--- src/rtl/mc_ctrl_pkg.sv ---
`timescale 1ns/1ps
package mc_ctrl_pkg;

  localparam int unsigned ST_W = 4;

  typedef enum logic [ST_W-1:0] {
    ST_FETCH  = 4'd0,
    ST_DECODE = 4'd1,
    ST_MADDR  = 4'd2,
    ST_MRD    = 4'd3,
    ST_MWR    = 4'd4,
    ST_LDWB   = 4'd5,
    ST_REXEC  = 4'd6,
    ST_RWB    = 4'd7,
    ST_BRANCH = 4'd8,
    ST_JUMP   = 4'd9
  } state_e;

  typedef enum logic [2:0] {
    CLS_LOAD,
    CLS_STORE,
    CLS_RTYPE,
    CLS_BRANCH,
    CLS_JUMP,
    CLS_NONE
  } op_class_e;

  localparam logic [1:0] PCSRC_ALU  = 2'b00;
  localparam logic [1:0] PCSRC_AREG = 2'b01;
  localparam logic [1:0] PCSRC_JMP  = 2'b10;

  localparam logic [1:0] ALUOP_ADD  = 2'b00;
  localparam logic [1:0] ALUOP_SUB  = 2'b01;
  localparam logic [1:0] ALUOP_FN   = 2'b10;

  localparam logic [1:0] BSEL_REG   = 2'b00;
  localparam logic [1:0] BSEL_FOUR  = 2'b01;
  localparam logic [1:0] BSEL_IMM   = 2'b10;
  localparam logic [1:0] BSEL_IMMSH = 2'b11;

  typedef struct packed {
    logic       pc_wr;
    logic       pc_wr_cond;
    logic       addr_sel;
    logic       mem_rd;
    logic       mem_wr;
    logic       wb_sel;
    logic       ir_wr;
    logic [1:0] pc_src;
    logic [1:0] alu_op;
    logic       alu_a_sel;
    logic [1:0] alu_b_sel;
    logic       rf_wr;
    logic       rf_dst;
  } ctrl_t;

endpackage

--- src/rtl/mc_op_classify.sv ---
`timescale 1ns/1ps
module mc_op_classify
  import mc_ctrl_pkg::*;
#(
  parameter int unsigned OP_W = 6,
  parameter logic [OP_W-1:0] OP_RTYPE  = 6'h00,
  parameter logic [OP_W-1:0] OP_LOAD   = 6'h23,
  parameter logic [OP_W-1:0] OP_STORE  = 6'h2B,
  parameter logic [OP_W-1:0] OP_BRANCH = 6'h04,
  parameter logic [OP_W-1:0] OP_JUMP   = 6'h02
) (
  input  logic [OP_W-1:0] opcode_i,
  output op_class_e       class_o
);

  always_comb begin
    class_o = CLS_NONE;
    if      (opcode_i == OP_LOAD)   class_o = CLS_LOAD;
    else if (opcode_i == OP_STORE)  class_o = CLS_STORE;
    else if (opcode_i == OP_RTYPE)  class_o = CLS_RTYPE;
    else if (opcode_i == OP_BRANCH) class_o = CLS_BRANCH;
    else if (opcode_i == OP_JUMP)   class_o = CLS_JUMP;
  end

endmodule

--- src/rtl/mc_next_state.sv ---
`timescale 1ns/1ps
module mc_next_state
  import mc_ctrl_pkg::*;
(
  input  state_e    state_i,
  input  op_class_e class_i,
  output state_e    next_o
);

  always_comb begin
    next_o = ST_FETCH;
    unique case (state_i)
      ST_FETCH:  next_o = ST_DECODE;
      ST_DECODE: begin
        unique case (class_i)
          CLS_LOAD, CLS_STORE: next_o = ST_MADDR;
          CLS_RTYPE:           next_o = ST_REXEC;
          CLS_BRANCH:          next_o = ST_BRANCH;
          CLS_JUMP:            next_o = ST_JUMP;
          default:             next_o = ST_FETCH;
        endcase
      end
      ST_MADDR: begin
        if      (class_i == CLS_LOAD)  next_o = ST_MRD;
        else if (class_i == CLS_STORE) next_o = ST_MWR;
        else                           next_o = ST_FETCH;
      end
      ST_MRD:   next_o = ST_LDWB;
      ST_REXEC: next_o = ST_RWB;
      default:  next_o = ST_FETCH;  // terminal steps and unused codes
    endcase
  end

endmodule

--- src/rtl/mc_ctrl_decode.sv ---
`timescale 1ns/1ps
module mc_ctrl_decode
  import mc_ctrl_pkg::*;
(
  input  state_e state_i,
  output ctrl_t  ctrl_o
);

  always_comb begin
    ctrl_o = '0;
    unique case (state_i)
      ST_FETCH: begin
        ctrl_o.pc_wr     = 1'b1;
        ctrl_o.mem_rd    = 1'b1;
        ctrl_o.ir_wr     = 1'b1;
        ctrl_o.pc_src    = PCSRC_ALU;
        ctrl_o.alu_op    = ALUOP_ADD;
        ctrl_o.alu_b_sel = BSEL_FOUR;
      end
      ST_DECODE: begin
        ctrl_o.alu_op    = ALUOP_ADD;
        ctrl_o.alu_b_sel = BSEL_IMMSH;  // precompute branch target
      end
      ST_MADDR: begin
        ctrl_o.alu_a_sel = 1'b1;
        ctrl_o.alu_b_sel = BSEL_IMM;
        ctrl_o.alu_op    = ALUOP_ADD;
      end
      ST_MRD: begin
        ctrl_o.mem_rd   = 1'b1;
        ctrl_o.addr_sel = 1'b1;
      end
      ST_MWR: begin
        ctrl_o.mem_wr   = 1'b1;
        ctrl_o.addr_sel = 1'b1;
      end
      ST_LDWB: begin
        ctrl_o.rf_wr  = 1'b1;
        ctrl_o.wb_sel = 1'b1;
      end
      ST_REXEC: begin
        ctrl_o.alu_a_sel = 1'b1;
        ctrl_o.alu_b_sel = BSEL_REG;
        ctrl_o.alu_op    = ALUOP_FN;
      end
      ST_RWB: begin
        ctrl_o.rf_wr  = 1'b1;
        ctrl_o.rf_dst = 1'b1;
      end
      ST_BRANCH: begin
        ctrl_o.alu_a_sel  = 1'b1;
        ctrl_o.alu_b_sel  = BSEL_REG;
        ctrl_o.alu_op     = ALUOP_SUB;
        ctrl_o.pc_wr_cond = 1'b1;
        ctrl_o.pc_src     = PCSRC_AREG;
      end
      ST_JUMP: begin
        ctrl_o.pc_wr  = 1'b1;
        ctrl_o.pc_src = PCSRC_JMP;
      end
      default: ctrl_o = '0;
    endcase
  end

endmodule

--- src/rtl/mc_ctrl.sv ---
`timescale 1ns/1ps
module mc_ctrl
  import mc_ctrl_pkg::*;
#(
  parameter int unsigned OP_W = 6,
  parameter logic [OP_W-1:0] OP_RTYPE  = 6'h00,
  parameter logic [OP_W-1:0] OP_LOAD   = 6'h23,
  parameter logic [OP_W-1:0] OP_STORE  = 6'h2B,
  parameter logic [OP_W-1:0] OP_BRANCH = 6'h04,
  parameter logic [OP_W-1:0] OP_JUMP   = 6'h02
) (
  input  logic            clk_i,
  input  logic            rst_ni,
  input  logic [OP_W-1:0] opcode_i,
  output logic            pc_wr_o,
  output logic            pc_wr_cond_o,
  output logic            addr_sel_o,
  output logic            mem_rd_o,
  output logic            mem_wr_o,
  output logic            wb_sel_o,
  output logic            ir_wr_o,
  output logic [1:0]      pc_src_o,
  output logic [1:0]      alu_op_o,
  output logic            alu_a_sel_o,
  output logic [1:0]      alu_b_sel_o,
  output logic            rf_wr_o,
  output logic            rf_dst_o
);

  state_e    state_q, state_d;
  op_class_e op_class;
  ctrl_t     ctrl;

  mc_op_classify #(
    .OP_W     (OP_W),
    .OP_RTYPE (OP_RTYPE),
    .OP_LOAD  (OP_LOAD),
    .OP_STORE (OP_STORE),
    .OP_BRANCH(OP_BRANCH),
    .OP_JUMP  (OP_JUMP)
  ) u_classify (
    .opcode_i(opcode_i),
    .class_o (op_class)
  );

  mc_next_state u_next (
    .state_i(state_q),
    .class_i(op_class),
    .next_o (state_d)
  );

  always_ff @(posedge clk_i or negedge rst_ni) begin
    if (!rst_ni) state_q <= ST_FETCH;
    else         state_q <= state_d;
  end

  mc_ctrl_decode u_decode (
    .state_i(state_q),
    .ctrl_o (ctrl)
  );

  assign pc_wr_o      = ctrl.pc_wr;
  assign pc_wr_cond_o = ctrl.pc_wr_cond;
  assign addr_sel_o   = ctrl.addr_sel;
  assign mem_rd_o     = ctrl.mem_rd;
  assign mem_wr_o     = ctrl.mem_wr;
  assign wb_sel_o     = ctrl.wb_sel;
  assign ir_wr_o      = ctrl.ir_wr;
  assign pc_src_o     = ctrl.pc_src;
  assign alu_op_o     = ctrl.alu_op;
  assign alu_a_sel_o  = ctrl.alu_a_sel;
  assign alu_b_sel_o  = ctrl.alu_b_sel;
  assign rf_wr_o      = ctrl.rf_wr;
  assign rf_dst_o     = ctrl.rf_dst;

  AST_FETCH_TO_DECODE: assert property (@(posedge clk_i) disable iff (!rst_ni)
    (state_q == ST_FETCH) |=> (state_q == ST_DECODE));

  AST_LOAD_STEP_STROBES: assert property (@(posedge clk_i) disable iff (!rst_ni)
    (state_q == ST_FETCH) |-> (ir_wr_o && mem_rd_o && pc_wr_o && !addr_sel_o));

  AST_ADDR_BRANCH: assert property (@(posedge clk_i) disable iff (!rst_ni)
    (state_q == ST_MADDR) |=> (state_q inside {ST_MRD, ST_MWR, ST_FETCH}));

  AST_LOAD_READ_TO_WB: assert property (@(posedge clk_i) disable iff (!rst_ni)
    (state_q == ST_MRD) |=> (state_q == ST_LDWB && wb_sel_o && rf_wr_o));

  AST_STORE_RETURN: assert property (@(posedge clk_i) disable iff (!rst_ni)
    mem_wr_o |=> (state_q == ST_FETCH));

  AST_EXEC_TO_WB: assert property (@(posedge clk_i) disable iff (!rst_ni)
    (state_q == ST_REXEC) |=> (rf_wr_o && rf_dst_o));

  AST_PC_WR_EXCL: assert property (@(posedge clk_i) disable iff (!rst_ni)
    !(pc_wr_o && pc_wr_cond_o));

  AST_MEM_RW_EXCL: assert property (@(posedge clk_i) disable iff (!rst_ni)
    !(mem_rd_o && mem_wr_o));

  AST_TERMINAL_RETURN: assert property (@(posedge clk_i) disable iff (!rst_ni)
    (state_q inside {ST_LDWB, ST_RWB, ST_BRANCH, ST_JUMP}) |=> (state_q == ST_FETCH));

  AST_UNKNOWN_NO_WRITE: assert property (@(posedge clk_i) disable iff (!rst_ni)
    (state_q == ST_DECODE && op_class == CLS_NONE) |=> (state_q == ST_FETCH));

endmodule

--- config.mk ---
export PLATFORM = sky130hd
export DESIGN_NAME = mc_ctrl
export DESIGN_NICKNAME = d
export VERILOG_FILES = /design/src/rtl/mc_ctrl_pkg.sv /design/src/rtl/mc_op_classify.sv /design/src/rtl/mc_next_state.sv /design/src/rtl/mc_ctrl_decode.sv /design/src/rtl/mc_ctrl.sv
export SDC_FILE = /design/constraint.sdc
export NUM_CORES = 1
export LEC_CHECK = 0
export BUFFER_PORTS_ARGS = -buffer_cell sky130_fd_sc_hd__buf_4
export CORE_MARGIN = 2
export CORE_UTILIZATION = 39
export DETAILED_ROUTE_END_ITERATION = 8
export GPL_TIMING_DRIVEN = 0
export PLACE_DENSITY = 0.72
export SLEW_MARGIN = 20
export SYNTH_ARGS = -nofsm -noshare
export SYNTH_HDL_FRONTEND = slang
export SYNTH_HIERARCHICAL = 1
export SYNTH_SLANG_ARGS = --single-unit
--- constraint.sdc ---
create_clock -name clk_i -period 1.2 [get_ports clk_i]
set_input_delay 0.12 -clock clk_i [delete_from_list [all_inputs] [get_ports clk_i]]
set_output_delay 0.12 -clock clk_i [all_outputs]
set_load 0.005 [all_outputs]
==> results of run 1 <==
final cells by class:
type,count,area (um^2),area share (%)
Inverter,2,7.51,0.751
Clock buffer,3,22.5,2.25
Sequential cell,4,105,10.5
Buffer,5,57.6,5.76
Multi-Input combinational cell,55,487,48.7
Tap cell,14,17.5,1.75
Timing Repair Buffer,35,303,30.3
kinds of logic (layout without fill, tap and decap cells):
logic type             count (synthesis)  count (layout)
buffers and inverters                  8              45
XOR/XNOR                               2               2
AO/OA/AOI/OAI                         15              15
AND/OR/NAND/NOR                       38              38
flip-flops                             4               4
worst min path at each step:
stage                      from              endpoint  slack, ns  cells after the start
floorplan                rst_ni  state_q[0]$_DFF_PN0_      -0.18                      0
global placement         rst_ni  state_q[2]$_DFF_PN0_      -0.08                      1
detailed placement       rst_ni  state_q[2]$_DFF_PN0_      -0.08                      1
CTS                      rst_ni  state_q[3]$_DFF_PN0_       0.22                      2
global route        opcode_i[4]  state_q[1]$_DFF_PN0_       0.22                      3
finish              opcode_i[4]  state_q[1]$_DFF_PN0_       0.23                      3
worst max-delay path, stage by stage (launching register included):
cell and delay (ns):
dfrtp_2 0.44, or3b_1 0.40, o31ai_1 0.09, buf_4 0.16
metal layers:
layer / GRT usage, % / vias up / wire, um / part of all wire (%)
met4: 7.76 / 0 / 53 / 2.7
met3: 3.33 / 6 / 105 / 5.4
met1: 25.3 / 317 / 760 / 39
met2: 37.5 / 33 / 1010 / 52
met5: 0 / - / 0 / 0
li1: - / 326 / - / -
where the power goes:
part	leakage, nW	switching [mW]	total, mW	internal [mW]
combinational	0.364	0.344	0.778	0.433
clock	0.0138	0.0466	0.158	0.111
sequential	0.0474	0.0403	0.200	0.160
cells in the mapped netlist (2+ instances only):
| library cell | n | area share [%] |
|---|---|---|
| buf_4 | 5 | 7.4 |
| or3b_1 | 2 | 3.5 |
| inv_1 | 2 | 1.5 |
| nor2_1 | 9 | 6.7 |
| a21oi_1 | 2 | 2.0 |
| nand2b_1 | 2 | 2.5 |
| nor2b_1 | 2 | 2.5 |
| dfrtp_1 | 4 | 20 |
| nand2_1 | 2 | 1.5 |
| o31ai_1 | 2 | 3.0 |
| nor3_1 | 9 | 8.9 |
| a22oi_1 | 2 | 3.0 |
| o21ai_0 | 4 | 4.0 |
through the flow:
stage               cells  TNS [ns]
floorplan              67    -0.254
global placement      104     -1.20
detailed placement    104     -1.35
CTS                   116     -1.98
global route          118     -3.80
finish                118     -2.75
cell usage in the layout (no fill, tap or decap), drive strengths merged, types with 2 or more instances in the layout:
cell type  Yosys  routed
o21ai          4       4
nor2b          2       2
nor3           9       9
clkbuf         0       3
inv            2       2
dfrtp          4       4
a21oi          3       3
buf            6      39
nor2           9       9
nand2          2       2
a22oi          2       2
and2b          2       2
or3b           2       2
and3           2       2
o31ai          2       2
nand2b         3       3
what timing repair did:
item,CTS,global route
setup endpoints to repair,20,20
setup buffers,9,2
hold buffers,1,0
gates cloned,0,0
gates resized for setup,24,20
hold endpoints to repair,4,0
pin swaps,4,3
==> flow_summary.json, run 1 <==
{
  "status": "finished with violations",
  "violations": "negative setup slack",
  "synthArstFlopShare_pct": 100,
  "chipHeight_um": 40.0,
  "synth_compound_area_share_pct": 19.8,
  "synthSimpleGateAreaFrac_pct": 45.9,
  "vias_per_cell": 5.78,
  "fp-row-count": 12,
  "drv_cap": 0,
  "overflow": 0,
  "antenna_found_initial": 0,
  "synth_mux_area_share_pct": 0,
  "top_regs": "state_q: 4 flops",
  "fp.coreArea_mm2": 0.00116,
  "fin_util_pct": 86.5,
  "hold_viol": 0,
  "finalWirelength_um": 1930,
  "remaining_drc_errors": 0,
  "finalWeightedCongestion": 0.680,
  "largest_reg_flops": 4,
  "synth_cells": 67,
  "hpwl_um": 894,
  "syn_avg_cell_area_um2": 7.56,
  "clkTransAtPathRegs_ns": 0.04,
  "synth_seq_cells": 4,
  "fmax_mhz": 700,
  "finalPower_mw": 1.14,
  "synth_cell_types": 33,
  "post-place-ws_ns": -0.326,
  "first_pass_iters": 4,
  "finalCritPeriodShare_pct": 119,
  "synth.cell_area_um2": 507,
  "ant_nets": 0,
  "dpl_cell_area_um2": 708,
  "slew_headroom_pct": 75.2,
  "grt_pass1_wl_um": 2270,
  "clock_latency_ns": 0.23,
  "cp.arrival_ns": 1.31,
  "cp-start-kind": "flop",
  "ys.flop_type": "dfrtp_1",
  "drv_slew": 0,
  "r2r-end": "state_q[2]$_DFF_PN0_",
  "seq_area_frac_synth_pct": 19.8,
  "crit_type": "flop to primary output",
  "grt_pass1_vias": 500,
  "drt_iter0_markers": 12,
  "synth_xor_area_share_pct": 3.46,
  "ctsHtreeMaxLevel": 1,
  "grt_max_degree": 11,
  "synth_edf_count": 0,
  "tightest_slew_ns": 0.371,
  "area_delta_synth_final_pct": 97.3,
  "numPortBuffers": 23,
  "final_area_um2": 1000,
  "cts_made_buffers": 3,
  "setup_violations": 19,
  "max-clock-path-buffers": 2,
  "leakage_nw": 0.425,
  "synth_nets": 75,
  "finalWorstSetupSlack_ns": -0.229,
  "path_max_fanout": 4,
  "io_pins": 24,
  "yosys.area_share.adder_pct": 0,
  "die_w_um": 40.0,
  "vias": 682,
  "reg2reg_depth": 6,
  "post_drt_wl_per_cell_um": 16.4,
  "dieArea_mm2": 0.00160,
  "r2r_slack_ns": -0.09,
  "synth_top_family_by_area": "simple AND/OR/NAND/NOR gates",
  "hold_class": "primary input to flop",
  "finalClockSkew_ns": 0.00447,
  "fillers": 68,
  "cts_tree": "done",
  "crit_start": "state_q[0]$_DFF_PN0_",
  "antennaDiodeCount": 0,
  "top_register": "state_q",
  "power_density_mw_per_mm2": 1140,
  "peakVddDrop_mv": 1.13,
  "critPathCaptureType": "primary output",
  "root_buffer": "clkbuf_4",
  "start_util_pct": 43.8,
  "yosys_warnings": 6,
  "rsz0062_at_grt": "true",
  "design.final.nets": 114,
  "reg2reg_from": "state_q[3]$_DFF_PN0_",
  "drive_gt1_share_pct": 69.2,
  "layout_min_cycle_time_ns": 1.43,
  "critPathRequiredTime_ns": 1.08,
  "hold-worst-slack_ns": 0.231,
  "track_usage_pct": 21.2,
  "clock-sinks": 4,
  "endpoint": "alu_a_sel_o"
}
(Power assumes the default switching activity.)
==> run 2, diff against run 1 <==
--- a/config.mk
+++ b/config.mk
@@ -5,12 +5,14 @@
 export SDC_FILE = /design/constraint.sdc
 export NUM_CORES = 1
 export LEC_CHECK = 0
+export ABC_AREA = 1
 export BUFFER_PORTS_ARGS = -buffer_cell sky130_fd_sc_hd__buf_4
-export CORE_MARGIN = 2
-export CORE_UTILIZATION = 39
+export CORE_AREA = 2 2 39 41
 export DETAILED_ROUTE_END_ITERATION = 8
+export DIE_AREA = 0 0 41 43
 export GPL_TIMING_DRIVEN = 0
-export PLACE_DENSITY = 0.72
+export MAX_ROUTING_LAYER = met4
+export PLACE_DENSITY = 0.69
 export SLEW_MARGIN = 20
 export SYNTH_ARGS = -nofsm -noshare
 export SYNTH_HDL_FRONTEND = slang
==> flow_summary.json, run 2 <==
{
  "finalPower_mw": 1.07,
  "drive_gt1_share_pct": 48.9,
  "placedCellCount": 136,
  "yosys_warnings": 6,
  "seq_area_frac_synth_pct": 20.3,
  "overflow": 0,
  "start_util_pct": 35.7,
  "synth_top_area_share_pct": 22.0,
  "numPortBuffers": 23,
  "remaining_drc_errors": 0,
  "synth_nets": 105,
  "chipHeight_um": 43,
  "cpPeakStageDelay_ns": 0.46,
  "die_w_um": 41,
  "dieArea_mm2": 0.00176,
  "synth_seq_cells": 4,
  "cp_common_cell": "buf_6",
  "critPathCaptureType": "primary output",
  "clock_latency_ns": 0.22,
  "synthArstFlopShare_pct": 100,
  "max-clock-path-buffers": 2,
  "clock-sinks": 4,
  "slowest_stage": "dfrtp_2",
  "crit_type": "flop to primary output",
  "synth_cells": 97,
  "drt_iter0_markers": 8,
  "hold_viol": 0,
  "finalCritPeriodShare_pct": 110,
  "hpwl_um": 898,
  "syn_avg_cell_area_um2": 5.10,
  "finalWirelength_um": 1320,
  "post_drt_wl_per_cell_um": 8.97,
  "r2r_slack_ns": -0.02,
  "path_cells": "nor2_4 -> nand2_2 -> inv_2 -> buf_6 -> buf_6",
  "finalNonFillerCells": 147,
  "rsz0062_at_grt": "true",
  "vias_per_cell": 4.37,
  "power_density_mw_per_mm2": 1210,
  "status": "finished with violations",
  "drv_slew": 0,
  "fp.coreArea_mm2": 0.00138,
  "antenna_found_initial": 0,
  "cts_tree": "done",
  "grt_pass1_vias": 514,
  "first_pass_iters": 3,
  "violations": "negative setup slack",
  "layout_commonest_cell": "nand2_1",
  "final_cell_mix": "nand2_1, buf_4, nor2_1",
  "vias": 643,
  "path_max_fanout": 5,
  "fp-row-count": 14,
  "hold_class": "primary input to asynchronous set/reset pin",
  "synth.cell_area_um2": 494,
  "finalClockSkew_ns": 0.00389,
  "top_register": "state_q",
  "slew_headroom_pct": 78.5,
  "layout_min_cycle_time_ns": 1.32,
  "peakVddDrop_mv": 0.817,
  "yosysTopAreaCell": "nand2_1",
  "top_regs": "state_q: 4 flops",
  "synth.area.top_cells": "nand2_1, dfrtp_1, nor2_1",
  "critPathRequiredTime_ns": 1.08,
  "leakage_nw": 0.494,
  "synth_edf_count": 0,
  "cp.arrival_ns": 1.20,
  "clkTransAtPathRegs_ns": 0.04,
  "ys.flop_type": "dfrtp_1",
  "finalWeightedCongestion": 0.745,
  "grt_max_degree": 7,
  "synth_cell_types": 13,
  "area_delta_synth_final_pct": 77.7,
  "ctsHtreeMaxLevel": 1,
  "largest_reg_flops": 4,
  "grt_pass1_wl_um": 1920,
  "antennaDiodeCount": 0,
  "drv_cap": 0,
  "root_buffer": "clkbuf_4",
  "tightest_slew_ns": 0.321,
  "finalWorstSetupSlack_ns": -0.125,
  "setup_violations": 17,
  "ant_nets": 0,
  "design.final.nets": 141,
  "track_usage_pct": 15.5,
  "fmax_mhz": 755,
  "synth_common_cells": "nand2_1, nor2_1, inv_1, nand3_1",
  "io_pins": 24,
  "cp-start-kind": "flop",
  "cts_made_buffers": 3,
  "synth_most_common_cell": "nand2_1"
}
-- run 2: cell types whose count changed in the layout (fill, tap and decap cells not counted), moves of 4 or more --
| cell | previous run | this run |
|---|---|---|
| buf_4 | 28 | 21 |
| inv_1 | 1 | 14 |
| inv_2 | 1 | 8 |
| nand2_1 | 2 | 26 |
| nand2_2 | 0 | 4 |
| nand3_1 | 1 | 5 |
| nor2_1 | 7 | 17 |
| nor2_4 | 0 | 6 |
| nor3_1 | 7 | 2 |
-- run 2: final cells by class --
cell class	count	area, um^2
clock buffers	3	22.5
well taps	16	20.0
fillers	126	505
plain buffers	2	22.5
flip-flops and latches	4	105
inverters	22	82.6
multi-input cells	69	357
repair buffers	31	269
-- run 2: timing repair --
action                     CTS  global route
buffers inserted             6             1
hold endpoints to repair     4             0
resized for setup           17            22
setup endpoints to repair   16            18
cloned                       0             0
hold buffers                 1             0
pin swaps                    5             9
-- run 2: logic make-up after synthesis --
group           Yosys count  synth area share (%)
flops                     4                  20.3
simple gates             68                  59.0
buf+inv                  24                  19.7
compound gates            1                  1.01
-- run 2: worst max-delay path: cells and delay by family (launching register included) --
kind                   cells  cell delay, ns
buffers and inverters      3            0.27
AND/OR/NAND/NOR            2            0.25
flip-flops                 1            0.46
-- run 2: where the power goes --
group / leakage (nW) / internal (mW) / switching (mW)
clock network: 0.0138 / 0.111 / 0.0432
logic: 0.433 / 0.372 / 0.316
registers: 0.0474 / 0.163 / 0.0618
-- run 2: layer usage --
metal	track usage (%)	part of all wire, %	up-vias	wire, um
met5	-	0	-	0
met2	26.6	57	11	757
met3	3.14	3.3	0	43
met4	2.00	0	0	0
li1	-	-	348	-
met1	18.3	39	284	518
-- run 2: stage by stage --
stage               util (%)  hold slack [ns]  TNS (ns)  instance area (um^2)  setup slack, ns
floorplan                  -           -0.176         0                   494            0.161
global placement        49.6          -0.0837         0                   687          0.00415
detailed placement      49.6          -0.0818         0                   687          0.00368
CTS                     58.7            0.223    -0.647                   812          -0.0992
global route            63.5            0.245     -2.16                   878           -0.176
finish                  63.5            0.241    -0.882                   878           -0.125
-- run 2: worst paths after layout --
| kind | start | end | depth (start not counted) |
|---|---|---|---|
| hold reg to reg | state_q[1]$_DFF_PN0_ | state_q[0]$_DFF_PN0_ | 4 |
| min in group clk_i | opcode_i[3] | state_q[2]$_DFF_PN0_ | 6 |
| setup reg to reg | state_q[0]$_DFF_PN0_ | state_q[0]$_DFF_PN0_ | 7 |
| max in group asynchronous | rst_ni | state_q[2]$_DFF_PN0_ | 2 |
| hold / removal | rst_ni | state_q[1]$_DFF_PN0_ | 2 |
| setup / recovery | state_q[0]$_DFF_PN0_ | pc_wr_cond_o | 5 |
==> run 3, diff against run 2 <==
--- a/config.mk
+++ b/config.mk
@@ -10,11 +10,13 @@
 export CORE_AREA = 2 2 39 41
 export DETAILED_ROUTE_END_ITERATION = 8
 export DIE_AREA = 0 0 41 43
+export GPL_ROUTABILITY_DRIVEN = 0
 export GPL_TIMING_DRIVEN = 0
 export MAX_ROUTING_LAYER = met4
-export PLACE_DENSITY = 0.69
+export PLACE_DENSITY = 0.67
 export SLEW_MARGIN = 20
 export SYNTH_ARGS = -nofsm -noshare
 export SYNTH_HDL_FRONTEND = slang
 export SYNTH_HIERARCHICAL = 1
 export SYNTH_SLANG_ARGS = --single-unit
+export TNS_END_PERCENT = 1
==> constraint.sdc (replaced) <==
create_clock -name clk_i -period 1.5 [get_ports clk_i]
set_input_delay 0.15 -clock clk_i [delete_from_list [all_inputs] [get_ports clk_i]]
set_output_delay 0.15 -clock clk_i [all_outputs]
set_load 0.005 [all_outputs]
==> flow_summary.json, run 3 (synthesis gave the netlist of run 2 again) <==
{
  "cpPeakStageDelay_ns": 0.48,
  "cts_setup_buffers": 0,
  "chipHeight_um": 43,
  "tightest_slew_ns": 0.331,
  "peakVddDrop_mv": 0.386,
  "area_delta_synth_final_pct": 47.3,
  "status": "completed",
  "final_cell_mix": "nand2_1, buf_4, nor2_1",
  "finalWirelength_um": 1090,
  "top_register": "state_q",
  "clock_latency_ns": 0.23,
  "fp.coreArea_mm2": 0.00138,
  "grt_pass1_wl_um": 1970,
  "cts_tree": "done",
  "finalClockSkew_ns": 0.00289,
  "power_density_mw_per_mm2": 953,
  "setup_violations": 0,
  "hold_viol": 0,
  "track_usage_pct": 16.6,
  "cts_made_buffers": 3,
  "start_util_pct": 35.7,
  "max-clock-path-buffers": 2,
  "drt_iter0_markers": 13,
  "grt_max_degree": 9,
  "ctsHtreeMaxLevel": 1,
  "hpwl_um": 944,
  "remaining_drc_errors": 0,
  "antennaDiodeCount": 0,
  "slowest_stage": "dfrtp_1",
  "io_pins": 24,
  "dieArea_mm2": 0.00176,
  "cp.arrival_ns": 1.23,
  "critPathRequiredTime_ns": 1.35,
  "clock-sinks": 4,
  "crit_type": "flop to primary output",
  "vias_per_cell": 4.21,
  "design.final.nets": 134,
  "hold_class": "primary input to asynchronous set/reset pin",
  "cp-start-kind": "flop",
  "first_pass_iters": 4,
  "fmax_mhz": 723,
  "slew_headroom_pct": 77.9,
  "fp-row-count": 14,
  "antenna_found_initial": 0,
  "post_drt_wl_per_cell_um": 7.80,
  "leakage_nw": 0.446,
  "vias": 590,
  "tns_ns": 0,
  "layout_commonest_cell": "nand2_1",
  "root_buffer": "clkbuf_4",
  "overflow": 0,
  "top_regs": "state_q: 4 flops",
  "rsz0062_at_grt": "false",
  "hold-worst-slack_ns": 0.253,
  "path_max_fanout": 8,
  "ant_nets": 0,
  "layout_min_cycle_time_ns": 1.38,
  "drv_cap": 0,
  "path_cells": "nor2_4 -> nand2_1 -> inv_1 -> buf_4 -> buf_4",
  "cp_common_cell": "buf_4",
  "drive_gt1_share_pct": 30.6,
  "grt_pass1_vias": 499,
  "fillers": 158,
  "finalCritPeriodShare_pct": 92.2,
  "die_w_um": 41,
  "numPortBuffers": 23,
  "drv_slew": 0,
  "critPathCaptureType": "primary output",
  "largest_reg_flops": 4,
  "clkTransAtPathRegs_ns": 0.04
}
-- run 3: cell count changes in the layout (fill, tap and decap cells not counted), sizes merged --
cell / before / now
buf: 32 / 25
-- run 3: final cells by class --
class                      instances  area (um^2)  area share, %
buffer                             2         15.0           2.06
timing repair buffer              24          183           25.1
sequential                         4          101           13.9
inverter                          22         82.6           11.3
clock buffer                       3         22.5           3.09
tap                               16         20.0           2.75
multi-input combinational         69          304           41.8
-- run 3: worst paths after layout --
kind                                       from                    to  slack, ns  cells after the start
max in group asynchronous                rst_ni  state_q[1]$_DFF_PN0_       1.14                      2
setup reg to reg           state_q[0]$_DFF_PN0_  state_q[2]$_DFF_PN0_       0.40                      5
min in group clk_i                  opcode_i[3]  state_q[2]$_DFF_PN0_       0.37                      6
hold reg to reg            state_q[1]$_DFF_PN0_  state_q[0]$_DFF_PN0_       0.69                      3
setup / recovery           state_q[0]$_DFF_PN0_          pc_wr_cond_o       0.12                      5
hold / removal                           rst_ni  state_q[0]$_DFF_PN0_       0.25                      2
-- run 3: per-layer routing --
layer	global-route usage, %	wire length (um)
met1	17.9	458
met4	8.00	4
met5	-	0
met3	3.14	54
met2	27.5	576
-- run 3: what timing repair did --
action,in CTS,in global routing
endpoints found under the setup margin,2,2
resized for setup,1,2
hold buffers,1,0
hold endpoints to repair,4,0
-- run 3: report_power, final --
part | leakage [nW] | total, mW | switching (mW) | internal, mW
clock network | 0.0138 | 0.129 | 0.0399 | 0.0892
registers | 0.0516 | 0.173 | 0.0465 | 0.127
logic | 0.380 | 0.392 | 0.188 | 0.204
-- run 3: through the flow --
step | power, mW | instances | worst slack (ns) | utilization, % | area [um^2]
CTS | 0.698 | 140 | 0.0687 | 52.2 | 722
global placement | 0.555 | 136 | 0.271 | 49.6 | 687
detailed placement | 0.556 | 136 | 0.252 | 49.6 | 687
finish | 0.694 | 140 | 0.117 | 52.6 | 728
global route | 0.784 | 140 | 0.000906 | 52.6 | 728
floorplan | 0.370 | 97 | 0.431 | - | 494
-- run 3: critical path, delay by kind of cell (launching register included) --
| kind | cells | cell delay [ns] |
|---|---|---|
| DFF | 1 | 0.48 |
| buffers and inverters | 3 | 0.29 |
| and+or+nand+nor | 2 | 0.23 |
